**src/rtl/accw_pkg.sv**
```systemverilog
package accw_pkg;
  localparam int unsigned DATA_W = 32;
  localparam int unsigned STRB_W = DATA_W / 8;

  typedef enum logic [1:0] {
    REG_OPERAND,
    REG_KICK,
    REG_RESULT,
    REG_NONE
  } reg_kind_e;

  // Byte-wise merge of a write into a stored word.
  function automatic logic [DATA_W-1:0] merge_bytes(input logic [DATA_W-1:0] old_w,
                                                    input logic [DATA_W-1:0] new_w,
                                                    input logic [STRB_W-1:0] strb);
    logic [DATA_W-1:0] res;
    for (int b = 0; b < STRB_W; b++) begin
      res[8*b +: 8] = strb[b] ? new_w[8*b +: 8] : old_w[8*b +: 8];
    end
    return res;
  endfunction

  // Map a word index onto the register kinds.
  function automatic reg_kind_e classify(input int unsigned idx, input int unsigned n_ops,
                                         input int unsigned res_idx, input int unsigned n_res);
    if (idx < n_ops) return REG_OPERAND;
    if (idx == n_ops) return REG_KICK;
    if (idx >= res_idx && idx < res_idx + n_res) return REG_RESULT;
    return REG_NONE;
  endfunction
endpackage

```
**src/rtl/accw_wr_chan.sv**
```systemverilog
module accw_wr_chan
  import accw_pkg::*;
#(
  parameter int unsigned ADDR_W = 8
) (
  input  logic              clk,
  input  logic              rst_n,
  input  logic [ADDR_W-1:0] awaddr,
  input  logic              awvalid,
  output logic              awready,
  input  logic [DATA_W-1:0] wdata,
  input  logic [STRB_W-1:0] wstrb,
  input  logic              wvalid,
  output logic              wready,
  output logic              bvalid,
  input  logic              bready,
  output logic [1:0]        bresp,
  output logic              wr_fire,
  output logic [ADDR_W-1:0] wr_addr,
  output logic [DATA_W-1:0] wr_data,
  output logic [STRB_W-1:0] wr_strb
);
  logic aw_held, w_held;
  logic aw_hs, w_hs;

  assign awready = !aw_held && !bvalid;
  assign wready  = !w_held && !bvalid;
  assign aw_hs   = awvalid && awready;
  assign w_hs    = wvalid && wready;
  assign wr_fire = aw_held && w_held;
  assign bresp   = 2'b00;

  always_ff @(posedge clk) begin
    if (!rst_n) begin
      aw_held <= 1'b0;
      w_held  <= 1'b0;
      bvalid  <= 1'b0;
      wr_addr <= '0;
      wr_data <= '0;
      wr_strb <= '0;
    end else begin
      if (aw_hs) begin
        aw_held <= 1'b1;
        wr_addr <= awaddr;
      end
      if (w_hs) begin
        w_held  <= 1'b1;
        wr_data <= wdata;
        wr_strb <= wstrb;
      end
      if (wr_fire) begin
        aw_held <= 1'b0;
        w_held  <= 1'b0;
        bvalid  <= 1'b1;
      end else if (bvalid && bready) begin
        bvalid <= 1'b0;
      end
    end
  end

  // a response only follows a cycle where both halves were held
  p_resp_after_both_r3: assert property (@(posedge clk) disable iff (!rst_n)
    $rose(bvalid) |-> $past(aw_held && w_held));
  // response held until accepted
  p_resp_held_r3: assert property (@(posedge clk) disable iff (!rst_n)
    bvalid && !bready |=> bvalid);
  // nothing new accepted while the response is outstanding
  p_no_accept_in_resp_r3: assert property (@(posedge clk) disable iff (!rst_n)
    bvalid |-> !awready && !wready);
endmodule

```
**src/rtl/accw_regs.sv**
```systemverilog
module accw_regs
  import accw_pkg::*;
#(
  parameter int unsigned ADDR_W   = 8,
  parameter int unsigned NUM_OPS  = 6,
  parameter int unsigned NUM_RES  = 4,
  parameter int unsigned RES_BASE = 32'h20
) (
  input  logic                      clk,
  input  logic                      rst_n,
  input  logic                      wr_fire,
  input  logic [ADDR_W-1:0]         wr_addr,
  input  logic [DATA_W-1:0]         wr_data,
  input  logic [STRB_W-1:0]         wr_strb,
  input  logic                      eng_done,
  input  logic [NUM_RES*DATA_W-1:0] eng_results,
  input  logic [ADDR_W-1:0]         rd_addr,
  output logic [NUM_OPS*DATA_W-1:0] eng_operands,
  output logic                      kick,
  output logic                      out_valid,
  output logic [DATA_W-1:0]         rd_word,
  output logic [DATA_W-1:0]         res0_word
);
  localparam int unsigned RES_IDX = RES_BASE / 4;

  logic [DATA_W-1:0] op_q  [NUM_OPS];
  logic [DATA_W-1:0] res_q [NUM_RES];
  logic [NUM_RES*DATA_W-1:0] res_flat;

  int unsigned wr_idx, rd_idx;
  reg_kind_e   wr_kind, rd_kind;

  assign wr_idx  = 32'(wr_addr[ADDR_W-1:2]);
  assign rd_idx  = 32'(rd_addr[ADDR_W-1:2]);
  assign wr_kind = classify(wr_idx, NUM_OPS, RES_IDX, NUM_RES);
  assign rd_kind = classify(rd_idx, NUM_OPS, RES_IDX, NUM_RES);
  assign kick    = wr_fire && (wr_kind == REG_KICK);

  for (genvar i = 0; i < NUM_OPS; i++) begin : g_op
    always_ff @(posedge clk) begin
      if (!rst_n) op_q[i] <= '0;
      else if (wr_fire && wr_kind == REG_OPERAND && wr_idx == i)
        op_q[i] <= merge_bytes(op_q[i], wr_data, wr_strb);
    end
    assign eng_operands[i*DATA_W +: DATA_W] = op_q[i];
  end

  for (genvar j = 0; j < NUM_RES; j++) begin : g_res
    always_ff @(posedge clk) begin
      if (!rst_n) res_q[j] <= '0;
      else if (eng_done) res_q[j] <= eng_results[j*DATA_W +: DATA_W];
    end
    assign res_flat[j*DATA_W +: DATA_W] = res_q[j];
  end

  always_ff @(posedge clk) begin
    if (!rst_n)        out_valid <= 1'b0;
    else if (kick)     out_valid <= 1'b0;
    else if (eng_done) out_valid <= 1'b1;
  end

  assign res0_word = res_q[0];

  always_comb begin
    rd_word = '0;
    case (rd_kind)
      REG_OPERAND: for (int i = 0; i < NUM_OPS; i++) if (rd_idx == i) rd_word = op_q[i];
      REG_KICK:    rd_word = {{(DATA_W-1){1'b0}}, out_valid};
      REG_RESULT:  for (int j = 0; j < NUM_RES; j++) if (rd_idx == RES_IDX + j) rd_word = res_q[j];
      default:     rd_word = '0;
    endcase
  end

  // a kick always leaves results-ready clear
  p_kick_clears_r4: assert property (@(posedge clk) disable iff (!rst_n)
    kick |=> !out_valid);
  // start pulse is a single cycle
  p_kick_single_r4: assert property (@(posedge clk) disable iff (!rst_n)
    kick |=> !kick);
  // done without kick sets results-ready
  p_done_sets_r5: assert property (@(posedge clk) disable iff (!rst_n)
    eng_done && !kick |=> out_valid);
  // captured results hold between done strobes
  p_res_hold_r5: assert property (@(posedge clk) disable iff (!rst_n)
    !eng_done |=> $stable(res_flat));
endmodule

```
**src/rtl/accw_rd_chan.sv**
```systemverilog
module accw_rd_chan
  import accw_pkg::*;
#(
  parameter int unsigned ADDR_W   = 8,
  parameter int unsigned RES_BASE = 32'h20
) (
  input  logic              clk,
  input  logic              rst_n,
  input  logic [ADDR_W-1:0] araddr,
  input  logic              arvalid,
  output logic              arready,
  output logic [DATA_W-1:0] rdata,
  output logic [1:0]        rresp,
  output logic              rvalid,
  input  logic              rready,
  input  logic              out_valid,
  input  logic              kick,
  input  logic [DATA_W-1:0] rd_word,
  input  logic [DATA_W-1:0] res0_word,
  output logic              pending
);
  localparam logic [ADDR_W-3:0] RES_IDX = (ADDR_W-2)'(RES_BASE / 4);

  logic results_ready, is_first_res, ar_hs;

  assign results_ready = out_valid && !kick;
  assign is_first_res  = (araddr[ADDR_W-1:2] == RES_IDX);
  assign arready       = !rvalid && !pending;
  assign ar_hs         = arvalid && arready;
  assign rresp         = 2'b00;

  always_ff @(posedge clk) begin
    if (!rst_n) begin
      pending <= 1'b0;
      rvalid  <= 1'b0;
      rdata   <= '0;
    end else if (ar_hs) begin
      if (is_first_res && !results_ready) begin
        pending <= 1'b1;
      end else begin
        rvalid <= 1'b1;
        rdata  <= rd_word;
      end
    end else if (pending && results_ready) begin
      pending <= 1'b0;
      rvalid  <= 1'b1;
      rdata   <= res0_word;
    end else if (rvalid && rready) begin
      rvalid <= 1'b0;
    end
  end

  // no address taken while a read is held back
  p_hold_blocks_ar_r6: assert property (@(posedge clk) disable iff (!rst_n)
    pending |-> !arready && !rvalid);
  // a held read is not released while results are not ready
  p_no_early_release_r9: assert property (@(posedge clk) disable iff (!rst_n)
    pending && !results_ready |=> !rvalid);
  // read data stable under backpressure
  p_rdata_stable_r10: assert property (@(posedge clk) disable iff (!rst_n)
    rvalid && !rready |=> rvalid && $stable(rdata));
endmodule

```
**src/rtl/accw_top.sv**
```systemverilog
module accw_top
  import accw_pkg::*;
#(
  parameter int unsigned ADDR_W   = 8,
  parameter int unsigned NUM_OPS  = 6,
  parameter int unsigned NUM_RES  = 4,
  parameter int unsigned RES_BASE = 32'h20
) (
  input  logic                      clk,
  input  logic                      rst_n,
  input  logic [ADDR_W-1:0]         s_awaddr,
  input  logic                      s_awvalid,
  output logic                      s_awready,
  input  logic [31:0]               s_wdata,
  input  logic [3:0]                s_wstrb,
  input  logic                      s_wvalid,
  output logic                      s_wready,
  output logic [1:0]                s_bresp,
  output logic                      s_bvalid,
  input  logic                      s_bready,
  input  logic [ADDR_W-1:0]         s_araddr,
  input  logic                      s_arvalid,
  output logic                      s_arready,
  output logic [31:0]               s_rdata,
  output logic [1:0]                s_rresp,
  output logic                      s_rvalid,
  input  logic                      s_rready,
  output logic                      eng_start,
  output logic [NUM_OPS*32-1:0]     eng_operands,
  input  logic                      eng_done,
  input  logic [NUM_RES*32-1:0]     eng_results
);
  logic              wr_fire, out_valid, kick, pending;
  logic [ADDR_W-1:0] wr_addr;
  logic [DATA_W-1:0] wr_data, rd_word, res0_word;
  logic [STRB_W-1:0] wr_strb;

  assign eng_start = kick;

  accw_wr_chan #(.ADDR_W(ADDR_W)) u_wr (
    .clk(clk), .rst_n(rst_n),
    .awaddr(s_awaddr), .awvalid(s_awvalid), .awready(s_awready),
    .wdata(s_wdata), .wstrb(s_wstrb), .wvalid(s_wvalid), .wready(s_wready),
    .bvalid(s_bvalid), .bready(s_bready), .bresp(s_bresp),
    .wr_fire(wr_fire), .wr_addr(wr_addr), .wr_data(wr_data), .wr_strb(wr_strb)
  );

  accw_regs #(.ADDR_W(ADDR_W), .NUM_OPS(NUM_OPS), .NUM_RES(NUM_RES), .RES_BASE(RES_BASE)) u_regs (
    .clk(clk), .rst_n(rst_n),
    .wr_fire(wr_fire), .wr_addr(wr_addr), .wr_data(wr_data), .wr_strb(wr_strb),
    .eng_done(eng_done), .eng_results(eng_results), .rd_addr(s_araddr),
    .eng_operands(eng_operands), .kick(kick), .out_valid(out_valid),
    .rd_word(rd_word), .res0_word(res0_word)
  );

  accw_rd_chan #(.ADDR_W(ADDR_W), .RES_BASE(RES_BASE)) u_rd (
    .clk(clk), .rst_n(rst_n),
    .araddr(s_araddr), .arvalid(s_arvalid), .arready(s_arready),
    .rdata(s_rdata), .rresp(s_rresp), .rvalid(s_rvalid), .rready(s_rready),
    .out_valid(out_valid), .kick(kick), .rd_word(rd_word), .res0_word(res0_word),
    .pending(pending)
  );

  // start pulse ends with results-ready clear
  p_start_clears_r4: assert property (@(posedge clk) disable iff (!rst_n)
    eng_start |=> !out_valid);
endmodule

```
**config.mk**
```make
export PLATFORM = sky130hd
export DESIGN_NAME = accw_top
export DESIGN_NICKNAME = d
export VERILOG_FILES = /design/src/rtl/accw_pkg.sv /design/src/rtl/accw_wr_chan.sv /design/src/rtl/accw_regs.sv /design/src/rtl/accw_rd_chan.sv /design/src/rtl/accw_top.sv
export SDC_FILE = /design/constraint.sdc
export NUM_CORES = 1
export LEC_CHECK = 0
export ABC_AREA = 1
export BUFFER_PORTS_ARGS = -buffer_cell sky130_fd_sc_hd__buf_4
export CAP_MARGIN = 20
export CORE_ASPECT_RATIO = 0.8
export CORE_MARGIN = 8
export CORE_UTILIZATION = 30
export DETAILED_ROUTE_END_ITERATION = 7
export GPL_TIMING_DRIVEN = 0
export PLACE_DENSITY = 0.58
export RECOVER_POWER = 100
export SLEW_MARGIN = 20
export SYNTH_ARGS = -nofsm -noshare
export SYNTH_HDL_FRONTEND = slang
export SYNTH_SLANG_ARGS = --single-unit
```
**constraint.sdc**
```tcl
create_clock -name clk -period 3.81 [get_ports clk]
set_input_delay 0.5715 -clock clk [delete_from_list [all_inputs] [get_ports clk]]
set_output_delay 0.5715 -clock clk [all_outputs]
set_load 0.02 [all_outputs]
```
==> Yosys cells after proc, flatten, opt, wreduce, memory -nomap -nowiden <==
Memories as Yosys holds them, arrays and structs flattened.
Cells that the tools add are included.
W data, S select, Z words.
{ "totals": {"n_memories": 2, "mem_bits_ro": 0, "latchBits": 0, "in_bits": 188, "word_cells": 194, "regBits": 82, "mem_bits_rw": 320} }
{ "op_classes": {"eq_ne": 21, "magnitude_cmp": 6, "n_shift": 0, "n_reduce_logical": 41, "mul": 0, "addsub": 0, "div_mod_pow": 0, "bitwise_logic": 11, "n_mux": 103} }
{ "mem_list": {"columns": ["memory", "depth", "word_bits", "rd", "rd_ports_with_merged_regs", "wr", "line_no", "source"], "rows": [
  ["u_regs.op_q", 6, 32, 6, 0, 6, "accw_regs.sv:26", "logic [DATA_W-1:0] op_q [NUM_OPS];"],
  ["u_regs.res_q", 4, 32, 4, 0, 4, "accw_regs.sv:27", "logic [DATA_W-1:0] res_q [NUM_RES];"]
]} }
{ "ops": {"columns": ["cell", "count"], "rows": [
  ["$mux W32", 23],
  ["$mux W8", 24],
  ["$pmux W32 S3", 1],
  ["$logic_not A32 Y1", 2],
  ["$mux W1", 43],
  ["$eq A6 B3 Y1 const B", 6],
  ["$eq A6 B2 Y1 const B", 4],
  ["$eq A6 B4 Y1 const B", 4],
  ["$mux W2", 12],
  ["$logic_and A1 B1 Y1", 22],
  ["$eq A6 B1 Y1 const B", 2],
  ["$ge A6 B4 Y1 const B", 2],
  ["$lt A6 B3 Y1 const B", 2],
  ["$lt A6 B4 Y1 const B", 2],
  ["$or A1 B1 Y1", 10],
  ["$logic_not A1 Y1", 7],
  ["$reduce_and A2 Y1", 3],
  ["$eq A2 B1 Y1 const B", 2],
  ["$logic_not A2 Y1", 2],
  ["$ne A2 B2 Y1 const B", 2],
  ["$reduce_bool A2 Y1", 2],
  ["$reduce_or A2 Y1", 2],
  ["$reduce_bool A3 Y1", 1],
  ["$eq A2 B2 Y1 const B", 1],
  ["$not A1 Y1", 1]
]} }

==> Depth between registers and ports, before layout <==
{ "depth": {"word_depth": 16, "depth_mapped": 13, "depth_no_buf": 12} }

==> Hierarchy <==
A second synthesis with hierarchy kept.
{ "unflattened": {"cells_unflattened": 2061, "hier_area_um2": 18744.2} }
{ "by_module_without_submodules": {"columns": ["mod", "instances", "seq_area_each_um2", "cells_per_inst", "area_each_um2"], "rows": [
  ["accw_regs", 1, 9629.2, 1437, 14589.0],
  ["accw_wr_chan", 1, 940.9, 306, 2114.5],
  ["accw_rd_chan", 1, 680.7, 318, 2040.7]
]} }

==> Worst setup path before layout <==
No wires, ideal clock.
{ "synth_path": {"kind": "input to register", "from": "in rst_n", "to": "mem u_regs.res_q[0][0], enable pin", "path_slack_ns": 0.925, "t_arrival_ns": 2.452, "path_buffers": 1, "required_time_ns": 3.377, "path_stages": 3, "cell_sequence": "buf_2 -> inv_1 -> or2_2"} }
{ "synth_lines": {"columns": ["element", "line_no", "source"], "rows": [
  ["start: declaration", "accw_top.sv:10", "input logic rst_n,"],
  ["end: declaration", "accw_regs.sv:27", null]
]} }

==> results.sh <==
export IMPL_grt_max_degree=47
export IMPL_initial_core_util_pct=30.2
export IMPL_r2r_slack_ns=0.49
export IMPL_insertion_delay_ns=0.57
export IMPL_crit_end="u_regs.op_q[2][11]"
export IMPL_drt_drc_violations_left=0
export IMPL_post_cts_buffers=0
export IMPL_cts_resized_gates=0
export IMPL_maxCapViolations=1
export IMPL_postCtsHoldBufs=0
export IMPL_gp_congestion=0.895
export IMPL_dp_slack_ns=0.324
export IMPL_htreeDepth=2
export IMPL_hold_path_startpoint="s_bready"
export IMPL_synth_compound_area_share_pct=9.02
export IMPL_synth_xor_area_share_pct=0
export IMPL_drive_gt1_share_pct=13.0
export IMPL_ant_nets=0
export IMPL_syn_area_per_cell_um2=9.32
export IMPL_outcome="finished with violations"
export IMPL_critPathKind="reg2reg"
export IMPL_setup_viol=0
export IMPL_cts_sink_count=400
export IMPL_synthMuxAreaShare_pct=0
export IMPL_cp_start_kind="flip-flop"
export IMPL_netlist_area_mm2=0.0179
export IMPL_p_leak_nw=9.29
export IMPL_final_max_slew_viol_count=39
export IMPL_finClkSkew_ns=0.0210
export IMPL_synth_top_family_by_area="simple AND/OR/NAND/NOR gates"
export IMPL_pin_count=422
export IMPL_finalHoldViolCount=0
export IMPL_p_per_area_mw_per_mm2=469
export IMPL_syn_inst=1923
export IMPL_setup_ws_ns=0.494
export IMPL_antenna_found_initial=2
export IMPL_path_clk_slew_ns=0.06
export IMPL_core_mm2=0.0594
export IMPL_vias_per_cell=4.96
export IMPL_violations="max-capacitance violations, max-slew violations"
export IMPL_timing_fmax_mhz=302
export IMPL_crit_chain="nor2_1, inv_2, nor2_8, o21ai_0, nor2_1, nand4_1, o21ai_0, buf_4"
export IMPL_rsz0062_at_grt="no"
export IMPL_synth_seq_cells=400
export IMPL_nets=2583
export IMPL_hold_path_class="in2reg"
export IMPL_critPathSlowestCell="o21ai_0"
export IMPL_synthSimpleGateAreaFrac_pct=20.1
export IMPL_end_kind="flip-flop"
export IMPL_overflow=0
export IMPL_drtIter0Drc=1466
export IMPL_cpPeakStageDelay_ns=0.83
export IMPL_via_count=16000
export IMPL_syn_to_final_growth_pct=26.5
export IMPL_grt_pass1_wl_um=105000
export IMPL_dieWidth_um=289
export IMPL_place_port_buffers=411
export IMPL_die_h_um=235
export IMPL_drt_first_pass_iters=5
export IMPL_fillers=6182
export IMPL_grtUsageTotal_pct=21.1
export IMPL_dieArea_mm2=0.0678
export IMPL_cpLargestDelayFamily="simple AND/OR/NAND/NOR gates"
export IMPL_crit_start="u_wr.wr_addr[7]"
export IMPL_relSlewSlack_pct=-19.6
export IMPL_numCtsBuffers=45
export IMPL_cp_depth=8
export IMPL_cp_required_ns=4.08
export IMPL_ys_warnings_count=0
export IMPL_clk_path_buf_depth=3
export IMPL_peakVddDrop_mv=0.259
export IMPL_tightest_slew_ns=1.79
export IMPL_detail_route_wl_per_cell_um=23.2
export IMPL_rows=80
export IMPL_grt_pass1_vias=16000
export IMPL_reg2reg_from="u_wr.wr_addr[7]"
export IMPL_reg2reg_to="u_regs.op_q[2][11]"
export IMPL_crit_arrival_ns=3.58
export IMPL_finalCriticalPeriod_ns=3.32
export IMPL_r2r_cells=8
export IMPL_clockRootBuffer="clkbuf_16"
export IMPL_cts_tree="yes"
export IMPL_synthAdderAreaFrac_pct=0
export IMPL_crit_path_max_fanout=9
export IMPL_dp_hpwl_um=59100
export IMPL_fin_crit_sh_pct=87.0
export IMPL_path_buf_inv=2
export IMPL_synth_cell_types=33
export IMPL_seq_area_frac_synth_pct=62.6
export IMPL_setup_tns_final_ns=0
export IMPL_finalWirelength_um=74600
[flip-flops by register name, indices dropped and copies added, names as in the netlist, 4 cells and up]
name,count
u_regs.op_q,192
u_wr.wr_strb,4
u_wr.wr_addr,6
u_rd.rdata,32
u_wr.wr_data,32
u_regs.res_q,128
[worst reg2reg max path: stages (launching register included)]
cell	delay, ns
dfxtp_1	0.31
nor2_1	0.25
inv_2	0.11
nor2_8	0.13
o21ai_0	0.10
nor2_1	0.26
nand4_1	0.71
o21ai_0	0.83
buf_4	0.30
[per-layer routing]
layer | part of all wire, % | up-vias | GRT usage [%]
li1 | - | 7327 | -
met3 | 10 | 101 | 6.16
met5 | 0 | - | 0
met4 | 2.8 | 0 | 5.95
met2 | 45 | 792 | 33.4
met1 | 42 | 7730 | 28.0
[placed cells by master, fill, tap and decap left out, drive strengths merged]
cell type	synthesis	final
a21oi	137	137
a221oi	1	1
a31oi	1	1
buf	49	230
bufinv	0	4
clkbuf	74	383
clkinv	0	9
clkinvlp	0	2
conb	1	4
dfxtp	80	80
diode	0	2
edfxtp	320	320
inv	252	253
nand2	311	311
nand3	98	98
nand4	66	66
nor2	362	362
nor3	2	2
nor3b	1	1
nor4	1	1
o211ai	34	34
o21ai	131	131
or2	2	2
[stage by stage]
stage               instance area (um2)  utilization, %  instances  total power (W)  hold WS, ns
global route                      22700            38.2       3211           0.0110        0.251
global placement                  22000            37.0       3116          0.00638        0.455
detailed placement                22100            37.3       3127          0.00641        0.465
floorplan                         17900               -       1926          0.00574        0.441
finish                            22700            38.2       3213           0.0106        0.249
CTS                               23600            39.7       3211           0.0108        0.223
[how the worst min path moves through the flow]
stage	to	slack [ns]	cells after the start
after floorplan	u_wr.w_held	0.44	2
after global placement	u_wr.w_held	0.46	2
after detailed placement	u_wr.w_held	0.46	2
after CTS	u_wr.bvalid	0.22	4
after global routing	u_wr.bvalid	0.25	4
final	u_wr.bvalid	0.25	4
[layout make-up]
| class | instances | area (um2) | share of cell area, % |
|---|---|---|---|
| timing repair buffer | 422 | 2330 | 10.3 |
| clock buffer | 68 | 1290 | 5.71 |
| tap | 779 | 975 | 4.30 |
| sequential | 400 | 11200 | 49.5 |
| inverter | 252 | 946 | 4.17 |
| antenna | 2 | 5.00 | 0.0221 |
| buffer | 123 | 538 | 2.37 |
| multi-input combinational | 1151 | 5180 | 22.9 |
| clock inverter | 16 | 186 | 0.822 |
[Yosys cell counts (all sizes together)]
library cell,instances,area share [%]
a221oi,1,0.049
o211ai,34,1.4
inv,252,5.3
nand3,98,2.7
dfxtp,80,8.9
nor4,1,0.035
nand2,311,6.6
a21oi,137,3.8
buf,49,1.5
conb,1,0.021
nand4,66,2.5
a31oi,1,0.035
nor2,362,8.0
or2,2,0.070
nor3b,1,0.042
o21ai,131,3.7
nor3,2,0.084
edfxtp,320,54
clkbuf,74,1.6
[cell families after synthesis]
family	after synthesis
buffers and inverters	375
AO/OA/AOI/OAI	304
AND/OR/NAND/NOR	843
flip-flops	400
other	1
[power breakdown]
group	total [W]	switching, W	internal [W]
Combinational	0.00109	0.000789	0.000306
Clock	0.00441	0.00179	0.00262
Sequential	0.00513	0.000145	0.00498
Total	0.0106	0.00272	0.00791
(Power assumes the default switching activity.)
